==> src/rtl/cmw_pkg.sv <==
package cmw_pkg;
  localparam int MARK_BYTES = 32;
  localparam int FILL_W = $clog2(MARK_BYTES + 1);

  typedef logic [MARK_BYTES*8-1:0] mark_t;

  typedef enum logic [1:0] {P_IDLE, P_DIGITS, P_DONE} pstate_e;
  typedef enum logic [1:0] {R_IDLE, R_FIRST, R_SECOND} rstate_e;

  // bit 4 flags a valid hex digit, bits 3:0 hold its value
  function automatic logic [4:0] hex_nib(input logic [7:0] c);
    logic [7:0] t;
    if (c >= 8'h30 && c <= 8'h39) begin
      t = c - 8'h30;
      return {1'b1, t[3:0]};
    end else if (c >= 8'h61 && c <= 8'h66) begin
      t = c - 8'h57;
      return {1'b1, t[3:0]};
    end else if (c >= 8'h41 && c <= 8'h46) begin
      t = c - 8'h37;
      return {1'b1, t[3:0]};
    end
    return 5'd0;
  endfunction
endpackage

==> src/rtl/cmw_marker_match.sv <==
module cmw_marker_match
  import cmw_pkg::*;
#(
  parameter mark_t MARK = '0,
  parameter int    LEN  = 1
) (
  input  mark_t             hist,
  input  logic [FILL_W-1:0] fill,
  output logic              hit
);
  logic [MARK_BYTES-1:0] byte_ok;

  // newest byte sits in the low byte of both the history and the marker
  always_comb begin
    for (int i = 0; i < MARK_BYTES; i++) begin
      byte_ok[i] = (i >= LEN) || (hist[8*i +: 8] == MARK[8*i +: 8]);
    end
  end

  assign hit = (&byte_ok) && (fill >= FILL_W'(LEN));
endmodule

==> src/rtl/cmw_hex_field.sv <==
module cmw_hex_field
  import cmw_pkg::*;
#(
  parameter int VAL_W = 64
) (
  input  logic             clk,
  input  logic             rst_n,
  input  logic             byte_kept,
  input  logic             line_end,
  input  logic             prefix_hit,
  input  logic [7:0]       byte_in,
  output logic             latch_en,
  output logic [VAL_W-1:0] latch_val
);
  localparam int MAX_DIG = VAL_W / 4;
  localparam int DIG_W   = $clog2(MAX_DIG + 1);

  pstate_e          st_q, st_d;
  logic [VAL_W-1:0] acc_q, acc_d;
  logic [DIG_W-1:0] dig_q, dig_d;
  logic [4:0]       nib;
  logic             step_en;

  assign nib     = hex_nib(byte_in);
  assign step_en = line_end | byte_kept;

  always_comb begin
    st_d  = st_q;
    acc_d = acc_q;
    dig_d = dig_q;
    if (line_end) begin
      st_d  = P_IDLE;
      acc_d = '0;
      dig_d = '0;
    end else begin
      case (st_q)
        P_IDLE: if (prefix_hit) st_d = P_DIGITS;
        P_DIGITS: begin
          if (nib[4]) begin
            acc_d = {acc_q[VAL_W-5:0], nib[3:0]};
            dig_d = dig_q + DIG_W'(1);
            if (dig_q == DIG_W'(MAX_DIG - 1)) st_d = P_DONE;
          end else begin
            st_d = P_DONE;
          end
        end
        default: st_d = st_q;
      endcase
    end
  end

  always_ff @(posedge clk or negedge rst_n) begin
    if (!rst_n) begin
      st_q  <= P_IDLE;
      acc_q <= '0;
      dig_q <= '0;
    end else if (step_en) begin
      st_q  <= st_d;
      acc_q <= acc_d;
      dig_q <= dig_d;
    end
  end

  assign latch_en  = line_end && (dig_q != '0);
  assign latch_val = acc_q;
endmodule

==> src/rtl/cmw_reply_inject.sv <==
module cmw_reply_inject
  import cmw_pkg::*;
#(
  parameter logic [7:0] FIRST  = 8'h52,
  parameter logic [7:0] SECOND = 8'h0A
) (
  input  logic       clk,
  input  logic       rst_n,
  input  logic       req,
  input  logic       push_ready,
  output logic       push_valid,
  output logic [7:0] push_data
);
  rstate_e st_q, st_d;

  always_comb begin
    st_d = st_q;
    case (st_q)
      R_IDLE:   if (req) st_d = R_FIRST;
      R_FIRST:  if (push_ready) st_d = R_SECOND;
      R_SECOND: if (push_ready) st_d = R_IDLE;
      default:  st_d = R_IDLE;
    endcase
  end

  always_ff @(posedge clk or negedge rst_n) begin
    if (!rst_n) st_q <= R_IDLE;
    else        st_q <= st_d;
  end

  assign push_valid = (st_q != R_IDLE);
  assign push_data  = (st_q == R_SECOND) ? SECOND : FIRST;
endmodule

==> src/rtl/console_marker_watch.sv <==
module console_marker_watch
  import cmw_pkg::*;
#(
  parameter int                      MAX_LINE  = 4096,
  parameter int                      CNT_W     = 64,
  parameter int                      HEX_W     = 64,
  parameter int                      N_EVT     = 3,
  parameter int                      READY_IDX = 0,
  parameter mark_t                   CNT_MARK  = "tick n=",
  parameter int                      CNT_LEN   = 7,
  parameter mark_t                   PFX_MARK  = "addr=0x",
  parameter int                      PFX_LEN   = 7,
  parameter mark_t [N_EVT-1:0]       EVT_MARK  = '{"job parked", "sys resumed", "sys ready"},
  parameter logic [N_EVT-1:0][5:0]   EVT_LEN   = '{6'd10, 6'd11, 6'd9}
) (
  input  logic             clk,
  input  logic             rst_n,
  input  logic             det_en,
  input  logic             auto_reply_en,
  input  logic             clr,
  input  logic             tx_valid,
  input  logic [7:0]       tx_data,
  output logic             tx_out_valid,
  output logic [7:0]       tx_out_data,
  output logic [CNT_W-1:0] line_count,
  output logic [N_EVT-1:0] evt_flags,
  output logic [HEX_W-1:0] hex_value,
  output logic             rx_push_valid,
  output logic [7:0]       rx_push_data,
  input  logic             rx_push_ready
);
  localparam int LEN_W = $clog2(MAX_LINE + 1);
  localparam logic [7:0] NEWLINE = 8'h0A;

  // forwarding path
  assign tx_out_valid = tx_valid;
  assign tx_out_data  = tx_data;

  // byte classification
  logic fire, is_nl, keep, line_en, stat_en;
  logic [LEN_W-1:0] len_q, len_d;

  assign fire    = det_en && tx_valid;
  assign is_nl   = fire && (tx_data == NEWLINE);
  assign keep    = fire && !is_nl && (len_q < LEN_W'(MAX_LINE));
  assign line_en = is_nl | keep;
  assign stat_en = is_nl | clr;

  // sliding history of the current line
  mark_t             hist_q, hist_d, hist_nx;
  logic [FILL_W-1:0] fill_q, fill_d, fill_nx;

  assign hist_nx = {hist_q[MARK_BYTES*8-9:0], tx_data};
  assign fill_nx = (fill_q == FILL_W'(MARK_BYTES)) ? fill_q : fill_q + FILL_W'(1);

  // matchers
  logic             cnt_now, pfx_now;
  logic [N_EVT-1:0] evt_now;

  cmw_marker_match #(.MARK(CNT_MARK), .LEN(CNT_LEN)) u_cnt_match (
    .hist(hist_nx), .fill(fill_nx), .hit(cnt_now));

  cmw_marker_match #(.MARK(PFX_MARK), .LEN(PFX_LEN)) u_pfx_match (
    .hist(hist_nx), .fill(fill_nx), .hit(pfx_now));

  for (genvar e = 0; e < N_EVT; e++) begin : g_evt
    cmw_marker_match #(.MARK(EVT_MARK[e]), .LEN(int'(EVT_LEN[e]))) u_evt_match (
      .hist(hist_nx), .fill(fill_nx), .hit(evt_now[e]));
  end

  // per-line hit bits
  logic             cnt_hit_q, cnt_hit_d;
  logic [N_EVT-1:0] evt_hit_q, evt_hit_d;

  always_comb begin
    if (is_nl) begin
      hist_d    = '0;
      fill_d    = '0;
      len_d     = '0;
      cnt_hit_d = 1'b0;
      evt_hit_d = '0;
    end else begin
      hist_d    = hist_nx;
      fill_d    = fill_nx;
      len_d     = len_q + LEN_W'(1);
      cnt_hit_d = cnt_hit_q | cnt_now;
      evt_hit_d = evt_hit_q | evt_now;
    end
  end

  always_ff @(posedge clk or negedge rst_n) begin
    if (!rst_n) begin
      hist_q    <= '0;
      fill_q    <= '0;
      len_q     <= '0;
      cnt_hit_q <= 1'b0;
      evt_hit_q <= '0;
    end else if (line_en) begin
      hist_q    <= hist_d;
      fill_q    <= fill_d;
      len_q     <= len_d;
      cnt_hit_q <= cnt_hit_d;
      evt_hit_q <= evt_hit_d;
    end
  end

  // hex field extraction
  logic             hex_latch;
  logic [HEX_W-1:0] hex_val;

  cmw_hex_field #(.VAL_W(HEX_W)) u_hex (
    .clk       (clk),
    .rst_n     (rst_n),
    .byte_kept (keep),
    .line_end  (is_nl),
    .prefix_hit(pfx_now),
    .byte_in   (tx_data),
    .latch_en  (hex_latch),
    .latch_val (hex_val)
  );

  // committed results
  logic [CNT_W-1:0] count_q, count_d;
  logic [N_EVT-1:0] flags_q, flags_d;
  logic [HEX_W-1:0] hexv_q, hexv_d;

  always_comb begin
    count_d = count_q;
    flags_d = flags_q;
    hexv_d  = hexv_q;
    if (is_nl) begin
      if (cnt_hit_q) count_d = count_q + CNT_W'(1);
      flags_d = flags_q | evt_hit_q;
    end
    if (hex_latch) hexv_d = hex_val;
    if (clr) begin
      count_d = '0;
      flags_d = '0;
      hexv_d  = '0;
    end
  end

  always_ff @(posedge clk or negedge rst_n) begin
    if (!rst_n) begin
      count_q <= '0;
      flags_q <= '0;
      hexv_q  <= '0;
    end else if (stat_en) begin
      count_q <= count_d;
      flags_q <= flags_d;
      hexv_q  <= hexv_d;
    end
  end

  assign line_count = count_q;
  assign evt_flags  = flags_q;
  assign hex_value  = hexv_q;

  // auto reply
  logic reply_req;
  assign reply_req = is_nl && evt_hit_q[READY_IDX] && auto_reply_en;

  cmw_reply_inject #(.FIRST(8'h52), .SECOND(NEWLINE)) u_reply (
    .clk       (clk),
    .rst_n     (rst_n),
    .req       (reply_req),
    .push_ready(rx_push_ready),
    .push_valid(rx_push_valid),
    .push_data (rx_push_data)
  );
endmodule

==> config.mk <==
export PLATFORM = sky130hd
export DESIGN_NAME = console_marker_watch
export DESIGN_NICKNAME = d
export VERILOG_FILES = /design/src/rtl/cmw_pkg.sv /design/src/rtl/cmw_marker_match.sv /design/src/rtl/cmw_hex_field.sv /design/src/rtl/cmw_reply_inject.sv /design/src/rtl/console_marker_watch.sv
export SDC_FILE = /design/constraint.sdc
export NUM_CORES = 1
export LEC_CHECK = 0
export ABC_AREA = 1
export ABC_CLOCK_PERIOD_IN_PS = 2500
export BUFFER_PORTS_ARGS = -buffer_cell sky130_fd_sc_hd__buf_2
export CAP_MARGIN = 0
export CORE_ASPECT_RATIO = 1.1
export CORE_MARGIN = 4
export CORE_UTILIZATION = 59
export CTS_CLUSTER_SIZE = 12
export DETAILED_ROUTE_END_ITERATION = 8
export PLACE_DENSITY = 0.78
export SLEW_MARGIN = 20
export SYNTH_ARGS = -nofsm -noshare
export SYNTH_HDL_FRONTEND = slang
export SYNTH_SLANG_ARGS = --single-unit
export TNS_END_PERCENT = 20
==> constraint.sdc <==
create_clock -name clk -period 2.5 [get_ports clk]
set_clock_uncertainty 0.1 [all_clocks]
set_input_delay 0.25 -clock clk [delete_from_list [all_inputs] [get_ports clk]]
set_output_delay 0.25 -clock clk [all_outputs]
set_load 0.005 [all_outputs]
==> impl_results.md, run 1 <==
* Mapped Area at 0.0154 mm^2
* H-tree Lvls at 2
* Syn Inst Count at 1,955
* Via density at 5.73
* Post-synthesis compound-gate area fraction at 0.111
* First-pass iteration count of the detailed router at 6
* Crit path time final at 2.26 ns
* Slowest stage cell on the critical path: dfrtp_1
* Routability Congestion at 0.998
* Setup TNS at 0 ns
* Unrepaired setup endpoints after global routing: false
* Actual transition at the worst max-transition pin at 0.738 ns
* IO Count at 164
* Fin area at 0.0177 mm^2
* Pre-CTS setup slack at 0.234 ns
* Hold Path Class: input port to register
* Critical path class: register to register
* Via Count at 14,100
* Total CTS buffers at 34
* Max Root-Sink Buffers at 3
* First-pass GRT wire length at 70,500 um
* Period Utilization, post-route at 0.906
* Count of pins over their slew limit at 0
* Cell with the most instances after synthesis: nand2_1
* Synth warnings at 0
* Row count at 61
* Die H at 178 um
* Async set-reset flop share out of synthesis at 1.00
* Clock transition at path regs at 0.06 ns
* Max Fclk at 0.442 GHz
* Hpwl dp at 30,800 um
* Post-synthesis mux area share at 0
* Main synth FF type: dfrtp_1
* Synth Area in Simple Gates at 0.272
* LEAKAGE at 8.62 nW
* Power Dens Cells at 718 mW/mm^2
* Drt wl/cell at 17.7 um
* Syn avg cell area at 7.89 um^2
* Data arrival, critical path at 2.59 ns
* Register bit count reported by yosys at 307
* Critical Path End Type: register
* Initial antenna violation count at 0
* Area leader, netlist: dfrtp_1
* Critical path, cell by cell: ha_1, nand3_1, nor2_1, nand2_1, inv_1, nand2_1, nor2_1, nand3_1, nand2_1, nand2_1, nor2_1
* DR DRC count at 0
* Crit path max fanout at 6
* Seq/Total Area, Yosys at 0.498
* Post-Synth Adder-Cell Area at 0.0114
* Delay-heaviest family, CP: simple AND/OR/NAND/NOR gates
* Overall Global Routing Usage at 0.302
* Req. time, crit path at 2.83 ns
* Largest net degree at the start of global routing at 81
* DRT antenna net count at 0
* Final setup fails at 0
* Synth Area in XOR/XNOR at 0.00738
* Largest cells by area after synthesis: dfrtp_1, nand2_1, nand3_1, inv_1, nor2_1
* Filler instances at 2,155
* Final Hold Viols at 0
* Most instantiated cells after synthesis: nand2_1, dfrtp_1, inv_1, nor2_1, nand3_1
* Most frequent CP cell: nand2_1
* Num Clock Sinks at 307
* Rel. slew slack at 0.508
* Post-synth cell types at 42
* Main combinational cell family by area after synthesis: simple AND/OR/NAND/NOR gates
* TritonCTS clock tree: yes
* Grt total ovfl at 0
* Final wirelength at 43,700 um
* Share of layout cells above drive strength 1 at 0.131
* CP max stage delay at 0.52 ns
* Startpoint Class: register
* Yosys top cell area share at 0.498
* MaxCap Viol Count at 0
* Core ar. at 0.0255 mm^2
* Clock Tree Root: clkbuf_16
* Post-DP Area at 0.0166 mm^2
* Vias in the first global route at 13,800
* Horiz. Die Dim at 162 um
* Status: complete, no violations
* DIE AREA at 0.0288 mm^2
* Antenna diodes at 0
* Area growth from synthesis to layout at 15.0%
* Maximum vdd ir drop at 0.603 mV
* Initial core utilization at 0.605
* Worst-Skew Late Latency at 0.51 ns
* Critical path buffer and inverter count at 1
* Number of synthesized flops with an enable pin at 0
* Post-CTS Setup Inserts at 0
* Port bufs at 158
* Fin nets at 2,139
* DRT iter0 DRCs at 1,480
* Worst setup margin at 0.236 ns
==> cell type report <==
type | count | area (um^2) | share of cell area
multi-input combinational | 1286 | 6230 | 0.351
tap | 346 | 433 | 0.0244
sequential | 307 | 7680 | 0.433
timing repair buffer | 209 | 1340 | 0.0758
clock buffer | 42 | 901 | 0.0508
clock inverter | 8 | 129 | 0.00727
inverter | 272 | 1020 | 0.0576
==> metrics by stage <==
stage	utilization	hold WS, ns	total power, mW	instances
after floorplan	-	-0.146	7.39	1958
after global placement	0.652	0.113	7.91	2411
after detailed placement	0.652	0.110	7.98	2411
after CTS	0.696	0.00697	12.8	2470
after global routing	0.696	0.0280	13.4	2470
final	0.696	0.0244	12.7	2470
==> cells by family (layout without fill, tap and decap cells) <==
group | Yosys count | in the layout
xor+xnor | 13 | 13
fa+ha+maj | 14 | 14
simple gates | 948 | 948
compound gates | 306 | 306
buf+inv | 365 | 531
flops | 307 | 307
other cells | 2 | 5
==> worst register-to-register path: stages, from the launching register on <==
cell and delay [ns]:
dfrtp_1 0.52, ha_1 0.30, nand3_1 0.16, nor2_1 0.18, nand2_1 0.10, inv_1 0.09, nand2_1 0.08, nor2_1 0.27
nand3_1 0.16, nand2_1 0.08, nand2_1 0.05, nor2_1 0.11
==> timing repair <==
action | in CTS | in global routing
hold buffers | 9 | 0
setup endpoints to repair | 0 | 0
hold endpoints to repair | 118 | 0
resized for setup | 0 | 0
==> registers in the layout, indices dropped and copies added, names as in the netlist <==
name	count
u_hex.dig_q	5
cnt_hit_q	1
u_reply.st_q	2
evt_hit_q	3
evt_flags	3
len_q	13
line_count	64
hex_value	64
hist_q	80
u_hex.latch_val	64
u_hex.st_q	2
fill_q	6
==> cell usage in the layout, fill, tap and decap left out, types with 5 or more instances in the layout <==
master / n
dlygate4sd3_1: 9
nand4_1: 79
o21bai_1: 5
conb_1: 5
clkbuf_1: 6
nor2_1: 228
o21ai_0: 122
a21oi_1: 18
nor3_1: 34
dfrtp_1: 307
clkbuf_16: 34
nand2_2: 7
inv_1: 268
ha_1: 14
nand3_1: 203
buf_4: 31
buf_2: 157
o21ai_1: 58
o22ai_1: 87
xor2_1: 13
nor2_2: 7
buf_12: 11
nand2_1: 366
==> report_power, final <==
group | leakage (nW) | internal [mW] | total [mW] | switching (mW)
registers | 3.86 | 5.66 | 6.10 | 0.441
clock network | 0.502 | 2.84 | 4.77 | 1.93
logic | 4.26 | 0.636 | 1.86 | 1.23
total | 8.62 | 9.14 | 12.7 | 3.60
==> worst paths after layout <==
check	startpoint	slack, ns	endpoint	depth (start not counted)
max	line_count[0]$_DFFE_PN0P_	0.24	line_count[34]$_DFFE_PN0P_	11
min	clr	0.02	line_count[2]$_DFFE_PN0P_	2
max reg2reg	line_count[0]$_DFFE_PN0P_	0.24	line_count[34]$_DFFE_PN0P_	11
min reg2reg	hist_q[78]$_DFFE_PN0P_	0.39	hist_q[78]$_DFFE_PN0P_	2
max in group asynchronous	rst_n	1.34	line_count[12]$_DFFE_PN0P_	3
min in group asynchronous	rst_n	0.18	line_count[44]$_DFFE_PN0P_	2
==> routing by layer <==
layer,up-vias,track usage,part of all wire
met1,6759,0.396,0.41
met4,0,0.122,0.043
met3,119,0.0393,0.058
li1,6713,-,-
met5,-,0,0
met2,556,0.511,0.49
No activity file was read; power rests on OpenSTA's default activity.
==> run 2: changes to the inputs <==
--- a/config.mk
+++ b/config.mk
@@ -6,15 +6,16 @@
 export NUM_CORES = 1
 export LEC_CHECK = 0
 export ABC_AREA = 1
-export ABC_CLOCK_PERIOD_IN_PS = 2500
-export BUFFER_PORTS_ARGS = -buffer_cell sky130_fd_sc_hd__buf_2
+export ABC_CLOCK_PERIOD_IN_PS = 2800
+export BUFFER_PORTS_ARGS = -buffer_cell sky130_fd_sc_hd__buf_4
 export CAP_MARGIN = 0
 export CORE_ASPECT_RATIO = 1.1
 export CORE_MARGIN = 4
-export CORE_UTILIZATION = 59
+export CORE_UTILIZATION = 64
 export CTS_CLUSTER_SIZE = 12
 export DETAILED_ROUTE_END_ITERATION = 8
-export PLACE_DENSITY = 0.78
+export PLACE_DENSITY = 0.84
+export REMOVE_ABC_BUFFERS = 1
 export SLEW_MARGIN = 20
 export SYNTH_ARGS = -nofsm -noshare
 export SYNTH_HDL_FRONTEND = slang
==> constraint.sdc (replaced) <==
create_clock -name clk -period 2.8 [get_ports clk]
set_clock_uncertainty 0.1 [all_clocks]
set_input_delay 0.28 -clock clk [delete_from_list [all_inputs] [get_ports clk]]
set_output_delay 0.28 -clock clk [all_outputs]
set_load 0.005 [all_outputs]
==> impl_results.md, run 2 (same netlist as run 1, synthesis figures left out) <==
* M2 GR Usage at 0.543 (+0.0317)
* Max Fclk at 0.425 GHz (-3.9%)
* Pwr Total at 11.4 mW (-10%)
* Die H at 171 um (-3.8%)
* DRT iter0 DRCs at 1,339 (-9.5%)
* Setup TNS at 0 ns (unchanged)
* Critical path, cell by cell: ha_1, nand3_1, nor2_1, nand2_1, nor3_1, nand2_1, nand2_1, nand3_1, o21ai_0
* GR Util met3 at 0.0478 (+0.00856)
* Via density at 5.90 (+3.1%)
* Actual transition at the worst max-transition pin at 0.797 ns (+0.0597 ns)
* Crit path max fanout at 6 (unchanged)
* Max Root-Sink Buffers at 3 (unchanged)
* Area growth from synthesis to layout at 16.7%
* Period Utilization, post-route at 0.841 (-0.0647)
* Hold Path Class: input port to register
* Clock Tree Root: clkbuf_16
* Final wirelength at 43,200 um (-1.1%)
* Sw Ratio at 0.291 (+0.00900)
* Commonest non-fill, non-tap cell in the layout: nand2_1
* GRT busiest layer: met2
* Worst r2r dst: line_count[58]$_DFFE_PN0P_
* Most frequent CP cell: nand2_1
* MaxCap Viol Count at 0 (unchanged)
* Final core occ at 0.760 (+0.0638)
* RR Startpoint: line_count[0]$_DFFE_PN0P_
* Final Hold Viols at 0 (unchanged)
* Req. time, crit path at 3.13 ns (+0.30 ns)
* Largest net degree at the start of global routing at 99 (+22%)
* Drt wl/cell at 17.8 um (+0.69%)
* Routability Congestion at 0.991 (-0.73%)
* DIE AREA at 0.0266 mm^2 (-7.5%)
* First-pass iteration count of the detailed router at 6 (unchanged)
* Most frequent cells in the layout: nand2_1, dfrtp_1, inv_1, nor2_1, nand3_1
* M1 GR Usage at 0.437 (+0.0409)
* Row count at 59 (-3.3%)
* Crit path time final at 2.36 ns (+0.0907 ns)
* Share of layout cells above drive strength 1 at 0.128 (-0.00359)
* Final setup fails at 0 (unchanged)
* Antenna diodes at 0 (unchanged)
* LEAKAGE at 8.57 nW (-0.54%)
* Overall Global Routing Usage at 0.326 (+0.0240)
* Via Count at 14,300 (+1.2%)
* Fin Hold WS at 0.0814 ns (+0.0569 ns)
* Initial antenna violation count at 0 (unchanged)
* Worst-Skew Late Latency at 0.51 ns (about the same)
* Seq pwr share at 0.478 (about the same)
* TritonCTS clock tree: yes
* Most flop-heavy register: hist_q
* Cts repair resizes at 0 (unchanged)
* H-tree Lvls at 2 (unchanged)
* Sw Pwr at 3.33 mW (-7.5%)
* Data arrival, critical path at 2.68 ns (+0.09 ns)
* CP max stage delay at 0.52 ns (about the same)
* Hpwl dp at 29,900 um (-2.9%)
* Number of flip-flops in the largest register at 80 (unchanged)
* Clock transition at path regs at 0.06 ns (about the same)
* Combinational share of power at 0.150 (+0.004)
* Power Dens Cells at 634 mW/mm^2 (-12%)
* Crit path depth at 9 (-2)
* Startpoint Class: register
* Total CTS buffers at 34 (unchanged)
* Port bufs at 158 (unchanged)
* DR DRC count at 0 (unchanged)
* Reg2Reg Setup Slack at 0.44 ns (+0.21 ns)
* Vias in the first global route at 14,100 (+2.6%)
* Rel. slew slack at 0.469 (-0.0398)
* Grt total ovfl at 0 (unchanged)
* Critical Path End Type: register
* First-pass GRT wire length at 70,800 um (+0.43%)
* Critical path buffer and inverter count at 0 (-1)
* Delay-heaviest family, CP: simple AND/OR/NAND/NOR gates
* Pre-CTS setup slack at 0.466 ns (+0.232 ns)
* Critical path class: register to register
* Clock power frac at 0.372 (-0.003)
* Initial core utilization at 0.651 (+0.0458)
* Worst reg-to-reg path cell count at 9 (-2)
* P_int at 8.09 mW (-11%)
* IO Count at 164 (unchanged)
* Fin nets at 2,130 (-0.42%)
* Worst setup margin at 0.445 ns (+0.209 ns)
* DRT antenna net count at 0 (unchanged)
* Count of pins over their slew limit at 0 (unchanged)
* Slowest stage cell on the critical path: nor3_1
* CP startpoint: line_count[0]$_DFFE_PN0P_
* Unrepaired setup endpoints after global routing: false
* Status: complete, no violations
* Core ar. at 0.0237 mm^2 (-7.0%)
* Horiz. Die Dim at 156 um (-3.8%)
* Worst setup path endpoint: line_count[58]$_DFFE_PN0P_
* Num Clock Sinks at 307 (unchanged)
* Maximum vdd ir drop at 0.561 mV (-7.0%)
[run 2: changes by cell type in the layout (fill, tap and decap cells not counted), moves of 2 or more]
cell / change
buf_12: -2
buf_2: -157
buf_4: +149
bufinv_16: -3
clkbuf_1: +4
clkbuf_8: +4
[run 2: layout make-up]
class	count	area, um^2
sequential	307	7680
multi-input combinational	1286	6230
fill	1745	5700
timing repair buffer	200	1650
inverter	272	1020
clock buffer	51	996
tap	305	382
clock inverter	5	43.8
[run 2: power by group through the flow]
stage	sequential (mW)	combinational, mW	clock [mW]
after global routing	5.53	1.95	4.47
after CTS	5.45	1.70	4.31
after floorplan	5.41	1.15	0
final	5.46	1.71	4.25
after global placement	5.48	1.60	0
after detailed placement	5.51	1.66	0
[run 2: worst min path at each step]
stage                     slack (ns)  depth (start not counted)        from                         end
final                           0.08                          3  tx_data[1]       hist_q[1]$_DFFE_PN0P_
after global routing            0.09                          3  tx_data[0]       hist_q[0]$_DFFE_PN0P_
after CTS                       0.06                          3  tx_data[1]       hist_q[1]$_DFFE_PN0P_
after detailed placement        0.28                          1       rst_n   line_count[2]$_DFFE_PN0P_
after global placement          0.28                          1       rst_n  line_count[53]$_DFFE_PN0P_
after floorplan                -0.12                          0       rst_n       cnt_hit_q$_DFFE_PN0P_
[run 2: stage by stage]
stage | instances | area, um^2
global placement | 2360 | 16900
detailed placement | 2360 | 16900
finish | 2426 | 18000
global route | 2426 | 18000
CTS | 2426 | 18000
floorplan | 1865 | 14900
[run 2: metal layers]
metal / part of all wire / up-vias / wire, um
li1: - / 6717 / -
met1: 0.40 / 6866 / 17400
met2: 0.49 / 611 / 21100
met3: 0.070 / 127 / 3040
met4: 0.038 / 0 / 1630
met5: 0 / - / 0
[run 2: tightest hold or removal path: cells and delay by family]
family	cells	cell delay, ns
buf+inv	2	0.26
compound gates	1	0.11
[run 2: what timing repair did]
action                                 in CTS  in global routing
endpoints found under the hold margin     100                  0
hold buffers                               10                  0
buffers inserted                            0                  0
